`config.mk`:
```
export PLATFORM = sky130hd
export DESIGN_NAME = mdio_mgmt_ctrl
export DESIGN_NICKNAME = d
export VERILOG_FILES = /design/src/rtl/mdio_mgmt_pkg.sv /design/src/rtl/mdio_mgmt_clkdiv.sv /design/src/rtl/mdio_mgmt_shifter.sv /design/src/rtl/mdio_mgmt_ctrl.sv
export SDC_FILE = /design/constraint.sdc
export NUM_CORES = 1
export LEC_CHECK = 0
export BUFFER_PORTS_ARGS = -buffer_cell sky130_fd_sc_hd__buf_2
export CAP_MARGIN = 40
export CORE_MARGIN = 2
export CORE_UTILIZATION = 35
export DETAILED_ROUTE_END_ITERATION = 16
export PLACE_DENSITY_LB_ADDON = 0.15
export SLEW_MARGIN = 20
export SYNTH_ARGS = -nofsm -noshare
export SYNTH_HDL_FRONTEND = slang
export SYNTH_SLANG_ARGS = --single-unit
```
`constraint.sdc`:
```
create_clock -name clk -period 3.7 [get_ports clk]
set_clock_uncertainty 0.2 [all_clocks]
set_input_delay 0.74 -clock clk [delete_from_list [all_inputs] [get_ports clk]]
set_output_delay 0.74 -clock clk [all_outputs]
set_load 0.05 [all_outputs]
```
`src/rtl/mdio_mgmt_pkg.sv`:
```
// Shared constants for the management frame controller.
// Assumes a fixed 32-bit command word and a 32-bit preamble.
package mdio_mgmt_pkg;
    localparam int CMD_W     = 32;
    localparam int PRE_BITS  = 32;
    localparam int FRAME_LEN = PRE_BITS + CMD_W;
    localparam int IDX_W     = $clog2(FRAME_LEN + 1);
    localparam int RD_W      = 16;
    localparam int TA2_POS   = FRAME_LEN - RD_W - 1;
    localparam int RD_FIRST  = FRAME_LEN - RD_W;
    localparam int EVT_BIT   = 23;
    localparam logic [1:0] OP_READ = 2'b10;
endpackage

```
`src/rtl/mdio_mgmt_clkdiv.sv`:
```
// MDC generator: toggles MDC every `spd` system cycles while run is high.
// Assumes spd may change at any time; a zero value freezes MDC in place.
// MDC is forced low whenever run is low.
module mdio_mgmt_clkdiv #(
    parameter int SPD_W = 6
) (
    input  logic             clk,
    input  logic             rst_n,
    input  logic             run,
    input  logic [SPD_W-1:0] spd,
    output logic             mdc,
    output logic             rise_tk,
    output logic             fall_tk
);
    logic [SPD_W-1:0] cnt;
    logic             wrap;

    // Phase end reached when the count covers the programmed half period.
    always_comb begin
        wrap    = run && (spd != '0) && ({1'b0, cnt} + 1'b1 >= {1'b0, spd});
        rise_tk = wrap && !mdc;
        fall_tk = wrap && mdc;
    end

    // Half-period counter and MDC toggle.
    always_ff @(posedge clk) begin
        if (!rst_n) begin
            cnt <= '0;
            mdc <= 1'b0;
        end else if (!run) begin
            cnt <= '0;
            mdc <= 1'b0;
        end else if (spd == '0) begin
            cnt <= '0;
        end else if (wrap) begin
            cnt <= '0;
            mdc <= ~mdc;
        end else begin
            cnt <= cnt + 1'b1;
        end
    end
endmodule

```
`src/rtl/mdio_mgmt_shifter.sv`:
```
// Frame sequencer: sends preamble plus command on MDIO and collects read data.
// Assumes cmd is held stable for the whole transaction and that rise/fall
// ticks alternate, beginning with a rise, starting from MDC low.
module mdio_mgmt_shifter
    import mdio_mgmt_pkg::*;
(
    input  logic             clk,
    input  logic             rst_n,
    input  logic             start,
    input  logic [CMD_W-1:0] cmd,
    input  logic             rise_tk,
    input  logic             fall_tk,
    input  logic             mdio_i,
    output logic             busy,
    output logic             done_tk,
    output logic             mdio_o,
    output logic             mdio_oe,
    output logic [RD_W-1:0]  rx_data
);
    logic [IDX_W-1:0] idx;
    logic             is_rd;
    logic [6:0]       pos;
    logic             nxt_bit;

    // Select the frame bit for the current index: preamble, then command MSB first.
    always_comb begin
        is_rd   = (cmd[CMD_W-3:CMD_W-4] == OP_READ);
        pos     = 7'(FRAME_LEN - 1) - 7'(idx);
        nxt_bit = (int'(idx) < PRE_BITS) ? 1'b1 : cmd[pos[4:0]];
        done_tk = busy && fall_tk && (int'(idx) == FRAME_LEN);
    end

    // Bit sequencing: advance and sample on rise, drive on fall.
    always_ff @(posedge clk) begin
        if (!rst_n) begin
            busy    <= 1'b0;
            idx     <= '0;
            mdio_o  <= 1'b1;
            mdio_oe <= 1'b0;
            rx_data <= '0;
        end else if (!busy) begin
            if (start) begin
                busy    <= 1'b1;
                idx     <= '0;
                mdio_o  <= 1'b1;
                mdio_oe <= 1'b1;
            end
        end else begin
            if (rise_tk) begin
                idx <= idx + 1'b1;
                if (is_rd && int'(idx) >= RD_FIRST)
                    rx_data <= {rx_data[RD_W-2:0], mdio_i};
            end
            if (fall_tk) begin
                if (done_tk) begin
                    busy    <= 1'b0;
                    mdio_o  <= 1'b1;
                    mdio_oe <= 1'b0;
                end else begin
                    mdio_o  <= nxt_bit;
                    mdio_oe <= !(is_rd && int'(idx) >= TA2_POS);
                end
            end
        end
    end
endmodule

```
`src/rtl/mdio_mgmt_ctrl.sv`:
```
// Top of the management frame controller: data, speed and event registers,
// with the divider and the frame sequencer below.
// Assumes the host issues one register write per cycle at most per strobe.
module mdio_mgmt_ctrl
    import mdio_mgmt_pkg::*;
#(
    parameter int SPD_W = 6
) (
    input  logic             clk,
    input  logic             rst_n,
    input  logic             cmd_wr,
    input  logic [31:0]      cmd_wdata,
    input  logic             spd_wr,
    input  logic [SPD_W-1:0] spd_wdata,
    input  logic             evt_wr,
    input  logic [31:0]      evt_wdata,
    output logic [31:0]      data_q,
    output logic             mgmt_evt,
    output logic             busy,
    output logic             mdc,
    output logic             mdio_o,
    output logic             mdio_oe,
    input  logic             mdio_i
);
    logic [SPD_W-1:0] spd_q;
    logic             rise_tk, fall_tk, done_tk, start;
    logic [RD_W-1:0]  rx_data;

    assign start = cmd_wr && !busy;

    // Speed register.
    always_ff @(posedge clk) begin
        if (!rst_n)      spd_q <= '0;
        else if (spd_wr) spd_q <= spd_wdata;
    end

    // Data register: loaded when idle, low half replaced by read result.
    always_ff @(posedge clk) begin
        if (!rst_n)
            data_q <= '0;
        else if (start)
            data_q <= cmd_wdata;
        else if (done_tk && data_q[CMD_W-3:CMD_W-4] == OP_READ)
            data_q[RD_W-1:0] <= rx_data;
    end

    // Completion flag: set wins over a simultaneous write-one clear.
    always_ff @(posedge clk) begin
        if (!rst_n)
            mgmt_evt <= 1'b0;
        else if (done_tk)
            mgmt_evt <= 1'b1;
        else if (evt_wr && evt_wdata[EVT_BIT])
            mgmt_evt <= 1'b0;
    end

    mdio_mgmt_clkdiv #(.SPD_W(SPD_W)) u_div (
        .clk     (clk),
        .rst_n   (rst_n),
        .run     (busy),
        .spd     (spd_q),
        .mdc     (mdc),
        .rise_tk (rise_tk),
        .fall_tk (fall_tk)
    );

    mdio_mgmt_shifter u_seq (
        .clk     (clk),
        .rst_n   (rst_n),
        .start   (start),
        .cmd     (data_q),
        .rise_tk (rise_tk),
        .fall_tk (fall_tk),
        .mdio_i  (mdio_i),
        .busy    (busy),
        .done_tk (done_tk),
        .mdio_o  (mdio_o),
        .mdio_oe (mdio_oe),
        .rx_data (rx_data)
    );
endmodule

```
## Word level (Yosys, flattened, before mapping)

Cells that the tools add are included.

| word-level totals | value |
|---|---|
| input bits | 76 |
| register bits | 72 |
| output and inout bits | 37 |
| logic and storage cells | 74 |

| operators by class | value |
|---|---|
| $add $sub $neg | 4 |
| mux-type cells | 21 |
| magnitude comparators | 5 |
| bitwise logic cells | 4 |
| reductions and logical operators | 25 |
| eq/ne operators | 4 |

Operators by type and width:

| cell | count |
|---|---|
| 2-to-1 mux 16 bit | 2 |
| 2-to-1 mux 7 bit | 3 |
| 2-to-1 mux 1 bit | 15 |
| greater-or-equal comparator 7 x 6 -> 1 bit, second input constant | 2 |
| logical AND 1 bit | 11 |
| AND reduction 2 bit | 4 |
| adder 6 x 1 -> 7 bit, second input constant | 1 |
| adder 7 x 1 -> 7 bit, second input constant | 1 |
| equality test 7 bit, second input constant | 1 |
| greater-or-equal comparator 7 x 6 -> 1 bit | 1 |
| less-than comparator 7 x 6 -> 1 bit, second input constant | 1 |
| adder 6 x 1 -> 6 bit, second input constant | 1 |
| logical NOT 6 bit | 1 |
| less-than comparator 5 x 6 -> 1 bit, second input constant | 1 |
| nonzero test 2 bit | 3 |
| nonzero test 6 bit | 1 |
| binary-select mux 1 bit (select 5 bit) | 1 |
| subtractor 5 bit, first input constant | 1 |
| inverter 1 bit | 4 |
| OR reduction 4 bit | 1 |
| logical NOT 1 bit | 3 |
| AND reduction 3 bit | 1 |
| equality test 2 bit, second input constant | 1 |
| != test 2 x 1 -> 1 bit, second input constant | 1 |
| != test 2 bit, second input constant | 1 |

## Logic depth before layout (Yosys ltp)

| logic depth | value |
|---|---|
| depth after elaboration | 9 |
| depth in mapped cells | 11 |

## Modules after synthesis

A second synthesis with hierarchy kept.

| unflattened totals | value |
|---|---|
| cell total of the unflattened synthesis | 398 |
| area total of the unflattened synthesis | 3,611.0 um^2 |

Modules (own cells, without submodules):

| module | cells each | instances | area each (um^2) |
|---|---|---|---|
| mdio_mgmt_ctrl | 188 | 1 | 1,672.9 |
| mdio_mgmt_shifter | 155 | 1 | 1,457.6 |
| mdio_mgmt_clkdiv | 55 | 1 | 480.5 |

## Worst setup path after synthesis

No wires, ideal clock.

| path | value |
|---|---|
| path kind | reg2reg |
| start | register u_div.cnt[0] |
| end | register data_q[10] |
| stages on the path, launching flop included | 11 |
| arrival time | 2,417 ps |
| period minus slack after synthesis | 2,688 ps |
| path slack | 1,012 ps |
| buffers on the path | 1 |
| setup time | 72 ps |
| path through | dfxtp_1 ha_1 xor2_1 ha_1 a21o_1 a31oi_2 o21ai_1 a211o_4 a31oi_4 buf_12 mux2i_1 |

| between the ends | value |
|---|---|
| word-level cells in the longest chain between the ends | 8 |

Ends and longest elaborated chain:

| what | RTL line | text |
|---|---|---|
| start, declared | mdio_mgmt_clkdiv.sv:15 | `logic [SPD_W-1:0] cnt;` |
| start signal, assigned | mdio_mgmt_clkdiv.sv:39 | `cnt <= cnt + 1'b1;` |
| adder 6 x 1 -> 7 bit | mdio_mgmt_clkdiv.sv:20 | `wrap = run && (spd != '0) && ({1'b0, cnt} + 1'b1 >= {1'b0, spd});` |
| greater-or-equal comparator 7 x 6 -> 1 bit | mdio_mgmt_clkdiv.sv:20 |  |
| logical AND 1 bit | mdio_mgmt_clkdiv.sv:20 |  |
| logical AND 1 bit | mdio_mgmt_clkdiv.sv:22 | `fall_tk = wrap && mdc;` |
| logical AND 1 bit (2 in a row) | mdio_mgmt_shifter.sv:30 | `done_tk = busy && fall_tk && (int'(idx) == FRAME_LEN);` |
| logical AND 1 bit | mdio_mgmt_ctrl.sv:43 | `else if (done_tk && data_q[CMD_W-3:CMD_W-4] == OP_READ)` |
| nonzero test 2 bit (no source line) | n/a |  |
| end signal, assigned | mdio_mgmt_ctrl.sv:42 | `data_q <= cmd_wdata;` |
| end signal, assigned by index | mdio_mgmt_ctrl.sv:44 | `data_q[RD_W-1:0] <= rx_data;` |
| end, declared | mdio_mgmt_ctrl.sv:17 | `output logic [31:0] data_q,` |

Every way passes these cells.
A chain may end at the register's enable or synchronous reset.

## Final worst setup path

| path | value |
|---|---|
| start | register u_div.cnt[0] |
| end | register data_q[14] |

The elaborated chain is that of the path after synthesis.

==> impl_metrics.ini <==
[yosys]
yosysWarnings = 0
synth_most_common_cell = nand2_1
synth_cell_types = 52
ys_seq_area_frac = 0.378
ys_top_cells_by_count = 124 x nand2_1, 72 x dfxtp_1, 25 x mux2i_1
synthesis.area_um2 = 3810
ys_seq_elements = 72
synthTopCellsByArea = dfxtp_1 38%, nand2_1 12%, mux2i_1 6.6%, mux4_1 3.4%, a21boi_0 3.3%
syn_area_per_cell_um2 = 8.54
yosys.area.top_type = dfxtp_1
synth_nets = 531
synth_top_area_frac = 0.378
synthArstFlopShare = 0
syn_inst = 446
ys.flop_type = dfxtp_1
synth-edff-count = 0

[clock_network]
tritoncts = built
ctsResizeCount = 0
cts_root_buf = clkbuf_8
cts.htree.levels = 3
clk_latency_ns = 0.35
cts_sinks = 72
post_cts_buffers = 0
path_clk_slew_ns = 0.08
holdBufCountCts = 0
cts.path.max_buffers = 2
cts-buffers-inserted = 9

[drt]
drc = 0
drt_iter0_markers = 187
first_pass_iters = 4
ant_nets = 0
drt-total-wl_um = 9710
wire_per_inst_um = 14.7
viasPerCell = 5.03
vias = 3323

[global_routing]
grt_util_met3 = 0.0380
gr-usage-met2 = 0.288
grt_pass1_vias = 3163
grt_pass1_wl_um = 16200
antenna_found_initial = 0
grt_overflow_total = 0
gr-usage-met1 = 0.232
busiest_layer = met2
grt_usage = 0.176
grt_max_degree = 73

[sta]
rsz0062_at_grt = false
report.final.slew_viol_count = 0
hold_viol = 0
worstMarginPinSlew_ns = 0.675
min_period_ns = 2.96
fin_crit_sh = 0.799
worst_slack_ns = 0.743
setup_violations = 0
finalSetupTns_ns = 0
maxSlewHeadroom = 0.550
timing.fmax_ghz = 0.338

[setup_path]
rr_startpoint = u_div.cnt[0]
cp-startpoint = u_div.cnt[0]
rr_worst_depth = 10
critPathCaptureType = flip-flop
crit_required_ns = 3.78
start_kind = flip-flop
arrival_ns = 3.03
critPathMaxFanout = 16
rrSetupSlack_ns = 0.74
crit_end = data_q[14]
r2r-end = data_q[14]
crit_type = flip-flop to flip-flop

[floorplan]
die_area_um2 = 11700
core.rowCount = 38
initial_core_util = 0.355
pin_count = 113
coreArea_um2 = 10700
die-height_um = 108
die_w_um = 108

[layout]
layout.nets = 601
fillers = 1166
drive_above_1_share = 0.238
areaGrowthSynthToFinish_pct = 17.4
antennaDiodeCount = 0

[run_status]
status = completed

[placed_design]
gp_congestion = 0.813
dpl.hpwl_um = 6810
pre_cts_ws_ns = 0.748
io_buffer_count = 81

[worst_hold_path]
hold_class = flip-flop to flip-flop

[flow_run]
drv_cap = 0

[power_and_ir_drop]
p_leak_uw = 0.00198
ir_drop_mv = 0.158
power_density_nw_per_um2 = 384
-- layout make-up --
cell class	count	area, um2	share of cell area
Clock buffer	10	128	0.0285
Clock inverter	5	58.8	0.0132
Inverter	10	51.3	0.0115
Multi-Input combinational cell	333	2140	0.480
Sequential cell	72	1440	0.322
Tap cell	140	175	0.0392
Timing Repair Buffer	90	473	0.106
-- layer usage --
layer	up-vias	wire, um
met5	-	0
met4	0	159
met3	12	395
met2	59	4630
met1	1571	4520
li1	1681	-
-- report_power, final --
group          leakage, uW  internal, uW  switching, uW
clock            0.0000883           308            307
sequential        0.000585           797           21.4
combinational      0.00130          95.8            189
-- sequential cells by signal, summed over array words and instances (netlist names) --
signal,count
u_seq.rx_data,16
data_q,32
u_seq.mdio_oe,1
u_div.mdc,1
u_div.cnt,6
u_seq.mdio_o,1
u_seq.busy,1
u_seq.idx,7
mgmt_evt,1
spd_q,6
-- critical path, cell delays in order, from the launching register on --
cell and delay [ns]:
dfxtp_1 0.41, ha_1 0.26, xor2_1 0.21, ha_1 0.28, a21o_1 0.17, a31oi_2 0.18, o21ai_1 0.11, a211o_4 0.37
a31oi_4 0.13, buf_4 0.33, mux2i_1 0.22
-- metrics by stage --
stage / power (uW) / utilization / std cells / hold WS (ns) / cell area, um2
global placement: 1120 / 0.399 / 645 / 0.256 / 4290
finish: 1720 / 0.416 / 660 / 0.274 / 4470
global route: 1810 / 0.416 / 660 / 0.300 / 4470
detailed placement: 1120 / 0.399 / 645 / 0.268 / 4290
floorplan: 1050 / - / 446 / 0.245 / 3810
CTS: 1740 / 0.416 / 660 / 0.279 / 4470
-- logic make-up after synthesis --
family                   Yosys count  share of synthesized area
XOR/XNOR                           4                    0.00920
AND/OR/NAND/NOR                  197                      0.236
multiplexers                      34                      0.119
AO/OA/AOI/OAI                     89                      0.169
adder cells (fa/ha/maj)            9                     0.0296
buffers and inverters             41                     0.0594
flip-flops                        72                      0.378
-- worst min path at each step --
stage | depth (start not counted) | to | startpoint
after floorplan | 1 | u_div.cnt[0] | u_div.cnt[0]
after global placement | 2 | data_q[15] | data_q[15]
after detailed placement | 2 | data_q[15] | data_q[15]
after CTS | 2 | data_q[15] | data_q[15]
after global routing | 2 | u_seq.rx_data[1] | u_seq.rx_data[0]
final | 2 | data_q[15] | data_q[15]
-- layout by cell type (no fill, tap or decap), types with 3 or more instances in the layout --
master	n
dfxtp_1	72
mux4_1	5
and4b_1	3
a21oi_1	7
a21boi_1	16
inv_1	9
a211oi_1	4
a21boi_0	17
and3_2	3
and3_1	5
ha_1	9
buf_2	81
o21ai_0	3
mux2i_1	25
clkbuf_8	9
nor2_1	10
nor2b_1	10
nand2b_1	4
o21ai_1	18
a31oi_1	5
buf_4	9
nand2_1	124
xnor2_1	3
o21a_1	4
nand3_1	23
nor4_1	4
Note: power is estimated with default switching activity, not from simulation.
